$ cat config.mk
export PLATFORM = sky130hd
export DESIGN_NAME = mcu_alu8
export DESIGN_NICKNAME = d
export VERILOG_FILES = /design/src/rtl/alu8_pkg.sv /design/src/rtl/alu8_logic_unit.sv /design/src/rtl/alu8_arith_unit.sv /design/src/rtl/alu8_rot_unit.sv /design/src/rtl/mcu_alu8.sv
export SDC_FILE = /design/constraint.sdc
export NUM_CORES = 1
export LEC_CHECK = 0
export BUFFER_PORTS_ARGS = -buffer_cell sky130_fd_sc_hd__buf_2
export CAP_MARGIN = 10
export CORE_UTILIZATION = 30
export CTS_CLUSTER_SIZE = 14
export DETAILED_ROUTE_END_ITERATION = 6
export HOLD_SLACK_MARGIN = 0.12
export SYNTH_ARGS = -nofsm -noshare
export SYNTH_HDL_FRONTEND = slang
export SYNTH_SLANG_ARGS = --single-unit
$ cat constraint.sdc
create_clock -name clk -period 4.23 [get_ports clk]
set_input_delay 0.423 -clock clk [delete_from_list [all_inputs] [get_ports clk]]
set_output_delay 0.423 -clock clk [all_outputs]
set_load 0.005 [all_outputs]
$ cat src/rtl/alu8_pkg.sv
package alu8_pkg;

    typedef enum logic [3:0] {
        OP_AND = 4'd0,
        OP_IOR = 4'd1,
        OP_XOR = 4'd2,
        OP_COM = 4'd3,
        OP_ADD = 4'd4,
        OP_SUB = 4'd5,
        OP_INC = 4'd6,
        OP_DEC = 4'd7,
        OP_RLC = 4'd8,
        OP_RRC = 4'd9,
        OP_SWP = 4'd10
    } alu_op_e;

    localparam int FLAG_N  = 3;
    localparam int FL_Z    = 0;
    localparam int FL_C    = 1;
    localparam int FL_DC   = 2;

    typedef logic [FLAG_N-1:0] flag_vec_t;

endpackage

$ cat src/rtl/alu8_logic_unit.sv
module alu8_logic_unit
    import alu8_pkg::*;
#(
    parameter int WIDTH = 8
) (
    input  logic [3:0]       op,
    input  logic [WIDTH-1:0] acc,
    input  logic [WIDTH-1:0] opnd,
    output logic [WIDTH-1:0] res,
    output logic             hit
);
    always_comb begin
        res = '0;
        hit = 1'b1;
        case (op)
            OP_AND:  res = acc & opnd;
            OP_IOR:  res = acc | opnd;
            OP_XOR:  res = acc ^ opnd;
            OP_COM:  res = ~opnd;
            default: hit = 1'b0;
        endcase
    end
endmodule

$ cat src/rtl/alu8_arith_unit.sv
module alu8_arith_unit
    import alu8_pkg::*;
#(
    parameter int WIDTH = 8,
    parameter int DIGIT = 4
) (
    input  logic [3:0]       op,
    input  logic [WIDTH-1:0] acc,
    input  logic [WIDTH-1:0] opnd,
    output logic [WIDTH-1:0] res,
    output logic             carry,
    output logic             dcarry,
    output logic             hit,
    output logic             cy_hit
);
    localparam logic [WIDTH-1:0] ONE_W   = {{(WIDTH-1){1'b0}}, 1'b1};
    localparam logic [WIDTH:0]   ONE_W1  = {{WIDTH{1'b0}}, 1'b1};
    localparam logic [DIGIT:0]   ONE_D1  = {{DIGIT{1'b0}}, 1'b1};

    logic [WIDTH:0] add_full;
    logic [WIDTH:0] sub_full;
    logic [DIGIT:0] add_lo;
    logic [DIGIT:0] sub_lo;

    always_comb begin
        add_full = {1'b0, acc} + {1'b0, opnd};
        add_lo   = {1'b0, acc[DIGIT-1:0]} + {1'b0, opnd[DIGIT-1:0]};
        sub_full = {1'b0, opnd} + {1'b0, ~acc} + ONE_W1;
        sub_lo   = {1'b0, opnd[DIGIT-1:0]} + {1'b0, ~acc[DIGIT-1:0]} + ONE_D1;

        res    = '0;
        carry  = 1'b0;
        dcarry = 1'b0;
        hit    = 1'b1;
        cy_hit = 1'b0;
        case (op)
            OP_ADD: begin
                res    = add_full[WIDTH-1:0];
                carry  = add_full[WIDTH];
                dcarry = add_lo[DIGIT];
                cy_hit = 1'b1;
            end
            OP_SUB: begin
                res    = sub_full[WIDTH-1:0];
                carry  = sub_full[WIDTH];
                dcarry = sub_lo[DIGIT];
                cy_hit = 1'b1;
            end
            OP_INC:  res = opnd + ONE_W;
            OP_DEC:  res = opnd - ONE_W;
            default: hit = 1'b0;
        endcase
    end
endmodule

$ cat src/rtl/alu8_rot_unit.sv
module alu8_rot_unit
    import alu8_pkg::*;
#(
    parameter int WIDTH = 8
) (
    input  logic [3:0]       op,
    input  logic [WIDTH-1:0] opnd,
    input  logic             cin,
    output logic [WIDTH-1:0] res,
    output logic             cout,
    output logic             rot_hit,
    output logic             swp_hit
);
    localparam int HALF = WIDTH / 2;

    always_comb begin
        res     = '0;
        cout    = 1'b0;
        rot_hit = 1'b0;
        swp_hit = 1'b0;
        case (op)
            OP_RLC: begin
                res     = {opnd[WIDTH-2:0], cin};
                cout    = opnd[WIDTH-1];
                rot_hit = 1'b1;
            end
            OP_RRC: begin
                res     = {cin, opnd[WIDTH-1:1]};
                cout    = opnd[0];
                rot_hit = 1'b1;
            end
            OP_SWP: begin
                res     = {opnd[HALF-1:0], opnd[WIDTH-1:HALF]};
                swp_hit = 1'b1;
            end
            default: ;
        endcase
    end
endmodule

$ cat src/rtl/mcu_alu8.sv
module mcu_alu8
    import alu8_pkg::*;
#(
    parameter int WIDTH = 8,
    parameter int DIGIT = 4
) (
    input  logic             clk,
    input  logic             rst,
    input  logic [3:0]       op_sel,
    input  logic             use_lit,
    input  logic             dest_reg,
    input  logic [WIDTH-1:0] w_in,
    input  logic [WIDTH-1:0] f_in,
    input  logic [WIDTH-1:0] lit_in,
    output logic [WIDTH-1:0] result,
    output logic             dest_is_reg,
    output logic [2:0]       flag_we,
    output logic             stat_z,
    output logic             stat_c,
    output logic             stat_dc
);
    typedef struct packed {
        logic [WIDTH-1:0] res;
        logic             to_reg;
        flag_vec_t        we;
        flag_vec_t        val;
    } alu_comb_t;

    logic [WIDTH-1:0] opnd;
    logic [WIDTH-1:0] lg_res, ar_res, rt_res;
    logic             lg_hit, ar_hit, ar_cy_hit, rt_hit, sw_hit;
    logic             ar_c, ar_dc, rt_c;

    alu_comb_t comb_d;
    flag_vec_t st_d, st_q;

    assign opnd = use_lit ? lit_in : f_in;

    alu8_logic_unit #(.WIDTH(WIDTH)) i_logic (
        .op   (op_sel),
        .acc  (w_in),
        .opnd (opnd),
        .res  (lg_res),
        .hit  (lg_hit)
    );

    alu8_arith_unit #(.WIDTH(WIDTH), .DIGIT(DIGIT)) i_arith (
        .op     (op_sel),
        .acc    (w_in),
        .opnd   (opnd),
        .res    (ar_res),
        .carry  (ar_c),
        .dcarry (ar_dc),
        .hit    (ar_hit),
        .cy_hit (ar_cy_hit)
    );

    alu8_rot_unit #(.WIDTH(WIDTH)) i_rot (
        .op      (op_sel),
        .opnd    (opnd),
        .cin     (st_q[FL_C]),
        .res     (rt_res),
        .cout    (rt_c),
        .rot_hit (rt_hit),
        .swp_hit (sw_hit)
    );

    // Next-value process: result, routing, flag values and enables.
    always_comb begin
        comb_d        = '0;
        comb_d.res    = opnd;
        comb_d.to_reg = dest_reg & ~use_lit;
        if (lg_hit) begin
            comb_d.res        = lg_res;
            comb_d.we[FL_Z]   = 1'b1;
        end else if (ar_hit) begin
            comb_d.res        = ar_res;
            comb_d.we[FL_Z]   = 1'b1;
            comb_d.we[FL_C]   = ar_cy_hit;
            comb_d.we[FL_DC]  = ar_cy_hit;
            comb_d.val[FL_C]  = ar_c;
            comb_d.val[FL_DC] = ar_dc;
        end else if (rt_hit) begin
            comb_d.res        = rt_res;
            comb_d.we[FL_C]   = 1'b1;
            comb_d.val[FL_C]  = rt_c;
        end else if (sw_hit) begin
            comb_d.res        = rt_res;
        end
        comb_d.val[FL_Z] = (comb_d.res == '0);
    end

    // Per-flag selective update.
    for (genvar k = 0; k < FLAG_N; k++) begin : g_flag
        always_comb begin
            st_d[k] = comb_d.we[k] ? comb_d.val[k] : st_q[k];
        end
    end

    always_ff @(posedge clk) begin
        if (rst) begin
            st_q <= '0;
        end else begin
            st_q <= st_d;
        end
    end

    assign result      = comb_d.res;
    assign dest_is_reg = comb_d.to_reg;
    assign flag_we     = comb_d.we;
    assign stat_z      = st_q[FL_Z];
    assign stat_c      = st_q[FL_C];
    assign stat_dc     = st_q[FL_DC];

endmodule


Word-level counts from Yosys, hierarchy flattened
Cells that the tools add are included.
{"block": "totals", "regBits": 3}
{"block": "op_classes", "n_eq_ne": 10, "addsub": 8, "n_bitwise": 8, "n_reduce_logical": 6, "n_mux": 25}
{"op": "one-hot mux 8 bit (4 select lines)", "n": 2}
{"op": "two-way mux 8 bit", "n": 5}
{"op": "one-hot mux 8 bit (3 select lines)", "n": 1}
{"op": "adder 8 x 8 -> 9 bit", "n": 2}
{"op": "equality test 4 x 3 -> 1 bit, second input constant", "n": 4}
{"op": "inverter 8 bit", "n": 2}
{"op": "equality test 4 bit, second input constant", "n": 3}
{"op": "two-way mux 1 bit", "n": 11}
{"op": "adder 4 x 4 -> 5 bit", "n": 2}
{"op": "adder 9 x 1 -> 9 bit, second input constant", "n": 1}
{"op": "adder 8 x 1 -> 8 bit, second input constant", "n": 1}
{"op": "bitwise AND 8 bit", "n": 1}
{"op": "equality test 4 x 2 -> 1 bit, second input constant", "n": 2}
{"op": "zero test 8 bit", "n": 1}
{"op": "bitwise OR 8 bit", "n": 1}
{"op": "OR reduction 4 bit", "n": 2}
{"op": "subtractor 8 x 1 -> 8 bit, second input constant", "n": 1}
{"op": "bitwise XOR 8 bit", "n": 1}
{"op": "two-way mux 2 bit", "n": 3}
{"op": "one-hot mux 1 bit (2 select lines)", "n": 3}
{"op": "adder 5 x 1 -> 5 bit, second input constant", "n": 1}
{"op": "equality test 4 x 1 -> 1 bit, second input constant", "n": 1}
{"op": "zero test 4 bit", "n": 1}
{"op": "inverter 4 bit", "n": 1}
{"op": "3 further kinds", "n": 4}

Logic depth before layout (Yosys ltp)
Gate-level depths: netlist (run 1).
{"block": "logic_depth", "word_depth": 7, "mapped_depth": 14, "mapped_depth_nobuf": 12}

By module
A second synthesis (run 1) with hierarchy kept.
{"block": "unflattened", "hier_cells": 334, "area_unflattened_um2": 2429.8}
{"mod": "alu8_arith_unit", "cells_per_inst": 151, "instances": 1, "area_each_um2": 1054.8, "seq_area_each_um2": 0.0}
{"mod": "mcu_alu8", "cells_per_inst": 83, "instances": 1, "area_each_um2": 649.4, "seq_area_each_um2": 60.1}
{"mod": "alu8_logic_unit", "cells_per_inst": 76, "instances": 1, "area_each_um2": 513.0, "seq_area_each_um2": 0.0}
{"mod": "alu8_rot_unit", "cells_per_inst": 24, "instances": 1, "area_each_um2": 212.7, "seq_area_each_um2": 0.0}

Worst setup path after synthesis (run 1)
No wires, ideal clock.
{"block": "synth_path", "kind": "input -> register", "start": "in use_lit", "end": "reg st_q[0]", "slack_ps": 844, "path_stages": 13, "arrival_ps": 3298, "required_ps": 4142, "n_path_buf": 1, "setup_ps": 88, "path_cell_list": "buf_6 > mux2i_2 > inv_1 > ha_1 > fa_1 > mux2i_1 > nor2_1 > a21oi_1 > o21ai_0 > a221o_1 > or3_1 > or4_1 > o32ai_2"}
{"item": "start, declared", "line_no": "mcu_alu8.sv:10", "source": "input logic use_lit,"}
{"item": "end signal, assigned", "line_no": "mcu_alu8.sv:104", "source": "st_q <= st_d;"}
{"item": "end, declared", "line_no": "mcu_alu8.sv:35", "source": "flag_vec_t st_d, st_q;"}

Worst setup path in the final report (run 1)
{"block": "layout_path", "start": "in use_lit", "end": "out result[7]"}
{"block": "layout_between", "elab_chain_len": 6, "word_cells_on_any_way": 17, "cone_classes": "add/sub: 5; mux: 8; bitwise: 4"}
{"item": "two-way mux 8 bit (*)", "line_no": "mcu_alu8.sv:37", "source": "assign opnd = use_lit ? lit_in : f_in;"}
{"item": "adder 8 x 8 -> 9 bit or one-hot mux 8 bit (3 select lines) (tied branches)", "line_no": "alu8_arith_unit.sv:28, alu8_rot_unit.sv:21"}
{"item": "adder 9 x 1 -> 9 bit or two-way mux 8 bit (tied branches)", "line_no": "alu8_arith_unit.sv:28, mcu_alu8.sv:87"}
{"item": "one-hot mux 8 bit (4 select lines) or two-way mux 8 bit (tied branches)", "line_no": "alu8_arith_unit.sv:36, mcu_alu8.sv:83"}
{"item": "two-way mux 8 bit", "line_no": "mcu_alu8.sv:76", "source": "end else if (ar_hit) begin"}
{"item": "two-way mux 8 bit (*)", "line_no": "mcu_alu8.sv:73", "source": "if (lg_hit) begin"}
{"item": "end, declared", "line_no": "mcu_alu8.sv:15", "source": "output logic [WIDTH-1:0] result,"}
Every way passes the cells marked *; elsewhere a longest branch is shown, timed or not.

==> results of run 1 <==
## kinds of logic after synthesis
group | count (synthesis) | share of synthesized area [%]
AO/OA/AOI/OAI | 104 | 30.8
XOR/XNOR | 12 | 4.68
adder cells (fa/ha/maj) | 30 | 17.7
buffers and inverters | 64 | 13.0
flip-flops | 3 | 2.67
multiplexers | 17 | 11.0
AND/OR/NAND/NOR | 98 | 20.0
## routing by layer
metal / global-route usage (%) / routed length [um] / vias to the layer above
li1: - / - / 1242
met4: 6.16 / 231 / 0
met3: 1.31 / 627 / 29
met1: 26.9 / 3240 / 1189
met5: 0 / 0 / -
met2: 30.8 / 3320 / 155
## where the power goes
group	internal, mW	total [mW]	switching (mW)
registers	0.0298	0.0313	0.00151
logic	0.136	0.335	0.199
clock network	0.0640	0.0800	0.0160
## placed cells by master (no fill, tap or decap), types with 2 or more instances in the layout
cell	instances
o21ai_0	21
or3_1	4
ha_1	27
a211oi_1	3
nor3b_1	2
nor2_1	26
a21oi_1	23
dfxtp_1	3
clkinv_1	2
mux2i_4	3
a22oi_1	4
xnor2_1	10
o22ai_1	8
inv_2	4
o2111ai_1	2
nand2_1	29
mux4_2	3
o211ai_1	6
inv_1	29
nor2b_1	6
fa_1	3
nand2b_1	4
mux2i_2	2
nor4_1	2
nor3_1	8
a31oi_1	8
buf_4	9
nand3_1	15
o31ai_1	7
o221ai_1	2
xor2_1	2
mux2_2	3
a221oi_1	4
buf_2	46
mux2i_1	6
clkbuf_8	3
## synth_stat cells, types with 2 or more instances
cell	number	area share [%]
nand2b_1	4	1.1
mux2i_4	2	2.0
mux2i_1	6	2.7
clkinv_1	2	0.33
o22ai_1	8	2.2
a31oi_1	8	2.2
nor3b_1	2	0.67
or3_1	4	1.1
xor2_1	2	0.78
dfxtp_1	3	2.7
a221oi_1	4	1.6
nor3_1	8	1.8
o2111ai_1	2	0.78
clkbuf_1	13	2.2
ha_1	27	15
nor2_1	26	4.3
inv_1	29	4.8
o221ai_1	2	0.78
mux2_2	3	1.5
buf_4	11	3.7
nor2b_1	6	1.7
a21oi_1	23	5.1
mux2i_2	3	1.8
mux4_2	3	3.0
o31ai_1	7	2.3
o211ai_1	6	2.0
a211oi_1	3	1.0
a22oi_1	4	1.3
nand3_1	15	3.3
xnor2_1	10	3.9
nor4_1	2	0.56
o21ai_0	21	4.7
inv_2	4	0.67
buf_2	3	0.67
fa_1	3	2.7
nand2_1	29	4.8
## metrics by stage
| step | area (sq um) | hold slack [ns] | setup slack (ns) | power, mW | instances |
|---|---|---|---|---|---|
| floorplan | 2250 | 0.480 | 0.844 | 0.276 | 328 |
| global placement | 2510 | 0.485 | 0.401 | 0.357 | 453 |
| detailed placement | 2510 | 0.496 | 0.300 | 0.358 | 453 |
| CTS | 2550 | 0.471 | 0.302 | 0.441 | 457 |
| global route | 2560 | 0.486 | 0.0219 | 0.484 | 457 |
| finish | 2560 | 0.472 | 0.322 | 0.446 | 457 |
## worst max-delay path by stage
stage / start / to / slack [ns]
2_1_floorplan: use_lit / st_q[0] / 0.84
3_3_place_gp: use_lit / st_q[0] / 0.40
3_5_place_dp: use_lit / result[7] / 0.30
4_1_cts: use_lit / result[7] / 0.30
5_1_grt: use_lit / result[7] / 0.02
6_report: use_lit / result[7] / 0.32
## repair_timing
item | in CTS | in global routing
endpoints found under the setup margin | 0 | 1
resized for setup | 0 | 1
setup buffers | 0 | 0
hold buffers | 0 | 0
## layout make-up
type | count | share of cell area, %
Clock buffer | 4 | 1.76
Inverter | 35 | 5.13
Multi-Input combinational cell | 261 | 74.3
Sequential cell | 3 | 2.34
Tap cell | 99 | 4.84
Timing Repair Buffer | 55 | 11.6
==> flow_summary_export.csv, run 1 <==
group,metric,value,unit
finish,syn_to_final_growth,14.0,%
drt,ant_nets,0,
clock_tree,clk_latency,0.21,ns
synthesis,synth_seq_area_share,2.67,%
grt,antenna_found_initial,0,
clock_tree,cts_buffer_depth,2,
grt,grt_pass1_wl,11800,um
drt,viasPerCell,5.72,
setup_path,cp_common_cell,"buf_2",
clock_tree,cts.clk_slew.worst_paths,0.03,ns
floorplan,start_util,31.0,%
setup_path,worst_ep_arrival_time,3.49,ns
floorplan,die_w,88.5,um
sta,finalMaxSlewViolations,0,
setup_path,slowest_stage,"mux2i_4",
placement,dp_hpwl,5940,um
power_and_ir_drop,leakage,1.10,nW
run_status,status,"finished, final reports clean",
finish,largest_reg_flops,3,
synthesis,synth_seq_cells,3,
finish,top_regs,"st_q (3)",
setup_path,crit_family,"compound AO/OA/AOI/OAI gates",
finish,fin_util,35.3,%
sta,setup-violations-final,0,
setup_path,crit_buf_inv,2,
synthesis,syn_area,2250,sq um
sta,relSlewSlack,56.1,%
finish,fin_nets,421,
power_and_ir_drop,peakVddDrop,0.0854,mV
synthesis,ys_types,56,
sta,finClkSkew,0.0000285,ns
grt,grt_max_degree,32,
floorplan,rows,31,
drt,wl_per_cell,16.2,um
clock_tree,cts_root_buf,"clkbuf_8",
synthesis,synth-async-reset-ratio,0,%
placement,routabilityCongestion,0.919,
setup_path,worst-path-max-fanout,10,
drt,dr.pass1.iters,5,
clock_tree,cts_tree,"yes",
finish,seq_area,60.1,sq um
setup_path,crit_type,"input port to output port",
finish,fillerInstances,819,
drt,drc,0,
sta,tns,0,ns
setup_path,ff2ff_path_depth,7,
drt,drtIter0Drc,522,
sta,fin_crit_sh,92.4,%
floorplan,io_pins,47,
synthesis,yosys_warnings,0,
finish,largest_register,"st_q",
setup_path,path_cells,"buf_2, mux2i_4, ha_1, a21oi_1, a21boi_0, o41a_1, o311ai_0, mux2i_1, o311ai_1, buf_2",
worst_hold_path,holdPathStages,2,
finish,n_antenna_cell,0,
placement,port-buffer-count,46,
floorplan,coreArea,7250,sq um
clock_tree,htreeDepth,1,
setup_path,crit_path_end_kind,"output port",
synthesis,syn_nets,390,
sta,hold_viol,0,
setup_path,regToRegSetupSlack,2.21,ns
setup_path,cp.required,3.81,ns
worst_hold_path,hold_path_class,"input port to register",
power_and_ir_drop,power_density,174,nW/um^2
worst_hold_path,hold_path_startpoint,"rst",
clock_tree,cts_sinks,3,
grt,grt_pass1_vias,2360,
synthesis,syn_avg_cell_area,6.85,sq um
setup_path,crit_cells,10,
floorplan,die_area,7840,sq um
setup_path,startpoint_type,"input port",
sta,fmax,256,MHz
worst_hold_path,hold_end,"st_q[1]",
synthesis,synth-edff-count,0,
setup_path,regToRegStartpoint,"st_q[1]",
synthesis,synthCells,328,
grt,grt.total_usage,19.1,%
finish,multi_input_area,1900,sq um
drt,num_vias,2615,
grt,grt_overflow,0,
sta,min_period,3.91,ns
drt,wl,7420,um
floorplan,die_y,88.5,um
clock_tree,cts_buffers,3,
synthesis,synth-main-ff-cell,"dfxtp_1",
setup_path,r2r-end,"st_q[0]",
setup_path,slowest_delay,0.44,ns
sta,worst_slew_pin_slew,0.643,ns
finish,drive_gt1_share,20.9,%
job,maxCapViolations,0,
sta,rsz0062_at_grt,"no",
Note: power is estimated with default switching activity, not from simulation.
==> inputs of run 2 (changes only) <==
- CORE_ASPECT_RATIO: unset -> 1.5
- SKIP_CTS_REPAIR_TIMING: unset -> 1
==> run 2 against run 1 <==
Net effect: critical path depth increased by 1; combinational power increased by 1%; register-to-register slack improved by 0.02 ns; die area barely moved; flip-flop and latch count did not move; largest cell class unchanged.
==> flow_summary_export.csv, run 2 (same netlist as run 1, synthesis figures left out) <==
group,metric,value,unit
floorplan,die_w,72.7,um
sta,rsz0062_at_grt,"no",
power_and_ir_drop,leakage,1.11,nW
grt,antenna_found_initial,0,
power_and_ir_drop,power_density,176,nW/um^2
setup_path,regToRegSetupSlack,2.23,ns
grt,use_met2,36.6,%
placement,dp_hpwl,6200,um
setup_path,cp.required,3.81,ns
sta,fin_crit_sh,93.6,%
grt,grt_pass1_vias,2534,
grt,grt_overflow,0,
drt,viasPerCell,5.52,
drt,wl_per_cell,16.8,um
sta,finClkSkew,0.00374,ns
floorplan,die_y,108,um
sta,relSlewSlack,59.8,%
clock_tree,cts.clk_slew.worst_paths,0.03,ns
grt,grt_max_degree,32,
floorplan,io_pins,47,
worst_hold_path,hold_path_class,"register to register",
placement,port-buffer-count,46,
placement,routabilityCongestion,0.940,
clock_tree,clk_latency,0.21,ns
finish,fin_nets,423,
clock_tree,cts_sinks,3,
sta,setup-violations-final,0,
grt,use_met1,23.5,%
grt,busiest_layer,"met2",
drt,drtIter0Drc,194,
floorplan,rows,38,
sta,fmax,252,MHz
power_and_ir_drop,p_total,453,uW
power_and_ir_drop,peakVddDrop,0.110,mV
placement,place_ws,0.108,ns
grt,grt_pass1_wl,12400,um
setup_path,crit_path_end_kind,"output port",
job,maxCapViolations,0,
clock_tree,htreeDepth,1,
sta,min_period,3.96,ns
finish,fin_util,35.5,%
grt,grt.total_usage,20.3,%
clock_tree,cts_buffers,3,
drt,drc,0,
floorplan,coreArea,7230,sq um
finish,n_antenna_cell,0,
finish,largest_register,"st_q",
finish,top_regs,"st_q (3)",
drt,dr.pass1.iters,4,
clock_tree,cts_root_buf,"clkbuf_8",
setup_path,startpoint_type,"input port",
sta,hold_viol,0,
finish,final_cell_mix,"buf_2, nand2_1, inv_1",
sta,tns,0,ns
sta,finalMaxSlewViolations,0,
sta,finalWorstSetupSlack,0.269,ns
drt,ant_nets,0,
drt,num_vias,2539,
grt,met3_usage,1.21,%
finish,layout_commonest_cell,"buf_2",
finish,drive_gt1_share,21.4,%
finish,syn_to_final_growth,14.3,%
sta,worst_slew_pin_slew,0.598,ns
run_status,status,"finished, final reports clean",
clock_tree,cts_buffer_depth,2,
floorplan,start_util,31.1,%
setup_path,worst-path-max-fanout,7,
finish,largest_reg_flops,3,
drt,wl,7730,um
setup_path,worst_ep_arrival_time,3.54,ns
floorplan,die_area,7850,sq um
setup_path,crit_type,"input port to output port",
clock_tree,cts_tree,"yes",
-- run 2: changes by cell type in the layout (fill, tap and decap cells not counted), sizes merged --
cell  change
buf       +2
-- run 2: metrics by stage --
stage          hold slack, ns  instance area [sq um]  cells
5_1_grt                 0.484                   2570    460
4_1_cts                 0.481                   2570    460
3_3_place_gp            0.477                   2520    456
6_report                0.479                   2570    460
3_5_place_dp            0.478                   2520    456
2_1_floorplan           0.480                   2250    328
-- run 2: worst paths after layout --
path	start	to	cells past startpoint
worst min register to register	st_q[0]	st_q[0]	2
worst min-delay path	st_q[0]	st_q[0]	2
worst max register to register	st_q[1]	st_q[0]	7
worst max-delay path	use_lit	result[7]	11
-- run 2: final cells by class --
cell class	instances	area [sq um]
Multi-Input combinational cell	261	1890
Timing Repair Buffer	57	313
Tap cell	100	125
Clock buffer	4	45.0
Inverter	35	131
Fill cell	824	4660
Sequential cell	3	60.1
-- run 2: power breakdown --
part | internal (mW) | switching (mW)
Clock | 0.0642 | 0.0181
Sequential | 0.0298 | 0.00117
Combinational | 0.138 | 0.202
Total | 0.232 | 0.221
-- run 2: routing by layer --
metal	routed length, um	share of wire (%)	up-vias
met5	0	0	-
met4	338	4.4	0
met3	403	5.2	21
met2	4040	52	96
met1	2950	38	1178
li1	-	-	1244
-- run 2: critical path: stages --
cell and delay [ns]:
buf_2 0.27, mux2i_2 0.48, inv_1 0.21, ha_1 0.25
a21oi_1 0.18, a21boi_0 0.19, o41a_1 0.39, o311ai_1 0.42
mux2i_1 0.15, o311ai_1 0.38, buf_2 0.19
==> inputs of run 3 (changes only) <==
- SYNTH_HIERARCHICAL: unset -> 1
==> run 3 against run 2 <==
Net effect: first-iteration DRC count rose by 11%; register-to-register slack better by 0.27 ns; via count is 0.47% lower; critical path type unchanged; largest power group unchanged.
==> flow_summary_export.csv, run 3 <==
group,metric,value,unit
run_status,status,"finished, final reports clean",
synthesis,synth_top_family_by_area,"compound AO/OA/AOI/OAI gates",
synthesis,syn_nets,403,
grt,grt_pass1_wl,11500,um
clock_tree,clk_latency,0.23,ns
synthesis,synth-main-ff-cell,"dfxtp_1",
synthesis,syn_avg_cell_area,7.27,sq um
finish,largest_reg_flops,3,
floorplan,coreArea,7710,sq um
synthesis,syn_area,2430,sq um
placement,dp_hpwl,6000,um
sta,fin_crit_sh,89.7,%
synthesis,yosysTopAreaCell,"ha_1",
placement,port-buffer-count,46,
clock_tree,cts_root_buf,"clkbuf_16",
finish,fin_cells,462,
finish,largest_register,"st_q",
synthesis,synth-edff-count,0,
synthesis,yosys_warnings,6,
placement,routabilityCongestion,0.947,
sta,finalMaxSlewViolations,0,
drt,wl_per_cell,15.9,um
grt,grt_overflow,0,
clock_tree,cts_tree,"yes",
synthesis,muxShareOfSynthArea,14.2,%
clock_tree,htreeDepth,1,
synthesis,synth_seq_area_share,2.47,%
floorplan,start_util,31.5,%
synthesis,synth-async-reset-ratio,0,%
setup_path,cp.required,3.81,ns
power_and_ir_drop,p_total,494,uW
clock_tree,cts_sinks,3,
finish,final_cell_mix,"buf_2, inv_1, ha_1",
floorplan,rows,39,
drt,num_vias,2527,
synthesis,synthTopCellsByCount,"ha_1, inv_1, nand2_1",
floorplan,die_area,8470,sq um
grt,antenna_found_initial,0,
placement,dp.cells,458,
power_and_ir_drop,leakage,1.32,nW
sta,min_period,3.80,ns
worst_hold_path,hold_path_class,"input port to register",
synthesis,synth_top_area_share,18.0,%
setup_path,slowest_delay,0.49,ns
drt,ant_nets,0,
sta,relSlewSlack,21.6,%
synthesis,synthCells,334,
finish,fin_nets,430,
sta,hold_viol,0,
power_and_ir_drop,peakVddDrop,0.154,mV
sta,worst_slew_pin_slew,1.17,ns
finish,n_antenna_cell,0,
grt,grt.total_usage,17.5,%
floorplan,die_y,112,um
finish,fillerInstances,881,
sta,setup-violations-final,0,
clock_tree,cts_buffers,3,
drt,drc,0,
finish,top_regs,"st_q (3)",
finish,drive_gt1_share,21.1,%
setup_path,slowest_stage,"mux2_2",
job,maxCapViolations,0,
clock_tree,cts.clk_slew.worst_paths,0.03,ns
sta,rsz0062_at_grt,"no",
power_and_ir_drop,power_density,183,nW/um^2
drt,drtIter0Drc,216,
setup_path,startpoint_type,"input port",
sta,finClkSkew,0.00286,ns
floorplan,io_pins,47,
drt,viasPerCell,5.47,
grt,grt_pass1_vias,2476,
drt,wl,7350,um
setup_path,worst-path-max-fanout,14,
floorplan,die_w,75.5,um
clock_tree,cts_buffer_depth,2,
setup_path,path_cells,"buf_2, mux2_2, inv_1, ha_1, inv_1, fa_1, a21o_1, a21o_1, nand4_1, o311ai_1, xnor2_1, a21oi_1, nand2_1, o21ai_0, mux2_2, buf_2",
drt,dr.pass1.iters,4,
synthesis,ys_types,57,
synthesis,synth_area_leaders,"ha_1, mux2i_1, inv_1",
setup_path,crit_type,"input port to output port",
setup_path,crit_family,"multiplexers",
setup_path,crit_buf_inv,4,
synthesis,synth_seq_cells,3,
synthesis,synth_compound_area_share,26.3,%
synthesis,synthSimpleGateAreaFrac,19.4,%
placement,place_ws,0.290,ns
sta,tns,0,ns
grt,grt_max_degree,61,
setup_path,worst_ep_arrival_time,3.37,ns
finish,syn_to_final_growth,11.4,%
finish,layout_commonest_cell,"buf_2",
sta,fmax,263,MHz
setup_path,crit_path_end_kind,"output port",
sta,finalWorstSetupSlack,0.434,ns
synthesis,synthAdderAreaFrac,19.7,%
synthesis,synth-xor-area-share,4.33,%
==> run 3: kinds of logic (layout without fill, tap and decap cells) <==
kind of cell             Yosys count  in the layout
buffers and inverters             65             91
XOR/XNOR                          12             12
AO/OA/AOI/OAI                     96             96
multiplexers                      32             32
adder cells (fa/ha/maj)           37             37
flip-flops                         3              3
AND/OR/NAND/NOR                   89             89
==> run 3: path summary, 6_finish.rpt <==
path	cells after the start	from	slack, ns	to
worst max-delay path	16	use_lit	0.43	result[6]
worst min-delay path	2	rst	0.41	st_q[2]
worst max register to register	6	st_q[1]	2.50	st_q[0]
worst min register to register	2	st_q[2]	0.51	st_q[2]
==> run 3: per-layer routing <==
metal | global-route usage, % | wire, um | part of all wire [%]
met1 | 18.4 | 2880 | 39
met2 | 32.3 | 3790 | 52
met3 | 2.06 | 289 | 3.9
met4 | 9.38 | 391 | 5.3
met5 | 0 | 0 | 0
==> run 3: report_power, final <==
group	internal, mW	switching [mW]	total, mW
clock	0.125	0.0291	0.154
sequential	0.0289	0.000212	0.0291
combinational	0.131	0.180	0.311
total	0.285	0.209	0.494
==> run 3: layout make-up <==
class | count | area (sq um) | area share (%)
well taps | 102 | 128 | 4.72
clock buffers | 4 | 78.8 | 2.91
flip-flops and latches | 3 | 60.1 | 2.22
repair buffers | 51 | 268 | 9.89
inverters | 36 | 135 | 4.99
multi-input cells | 266 | 2040 | 75.3
==> run 3: stage by stage <==
stage / area, sq um / hold slack, ns / util [%]
after floorplan: 2430 / 0.482 / -
after global placement: 2630 / 0.491 / 34.1
after detailed placement: 2630 / 0.502 / 34.1
after CTS: 2710 / 0.410 / 35.1
after global routing: 2710 / 0.418 / 35.1
final: 2710 / 0.411 / 35.1
==> run 3: worst register-to-register path, stage by stage (launching register included) <==
cell and delay (ns):
dfxtp_1 0.33, mux2i_1 0.14, o2bb2ai_1 0.08, a221oi_1 0.32
a21oi_1 0.15, or4_1 0.53, o21ai_2 0.12
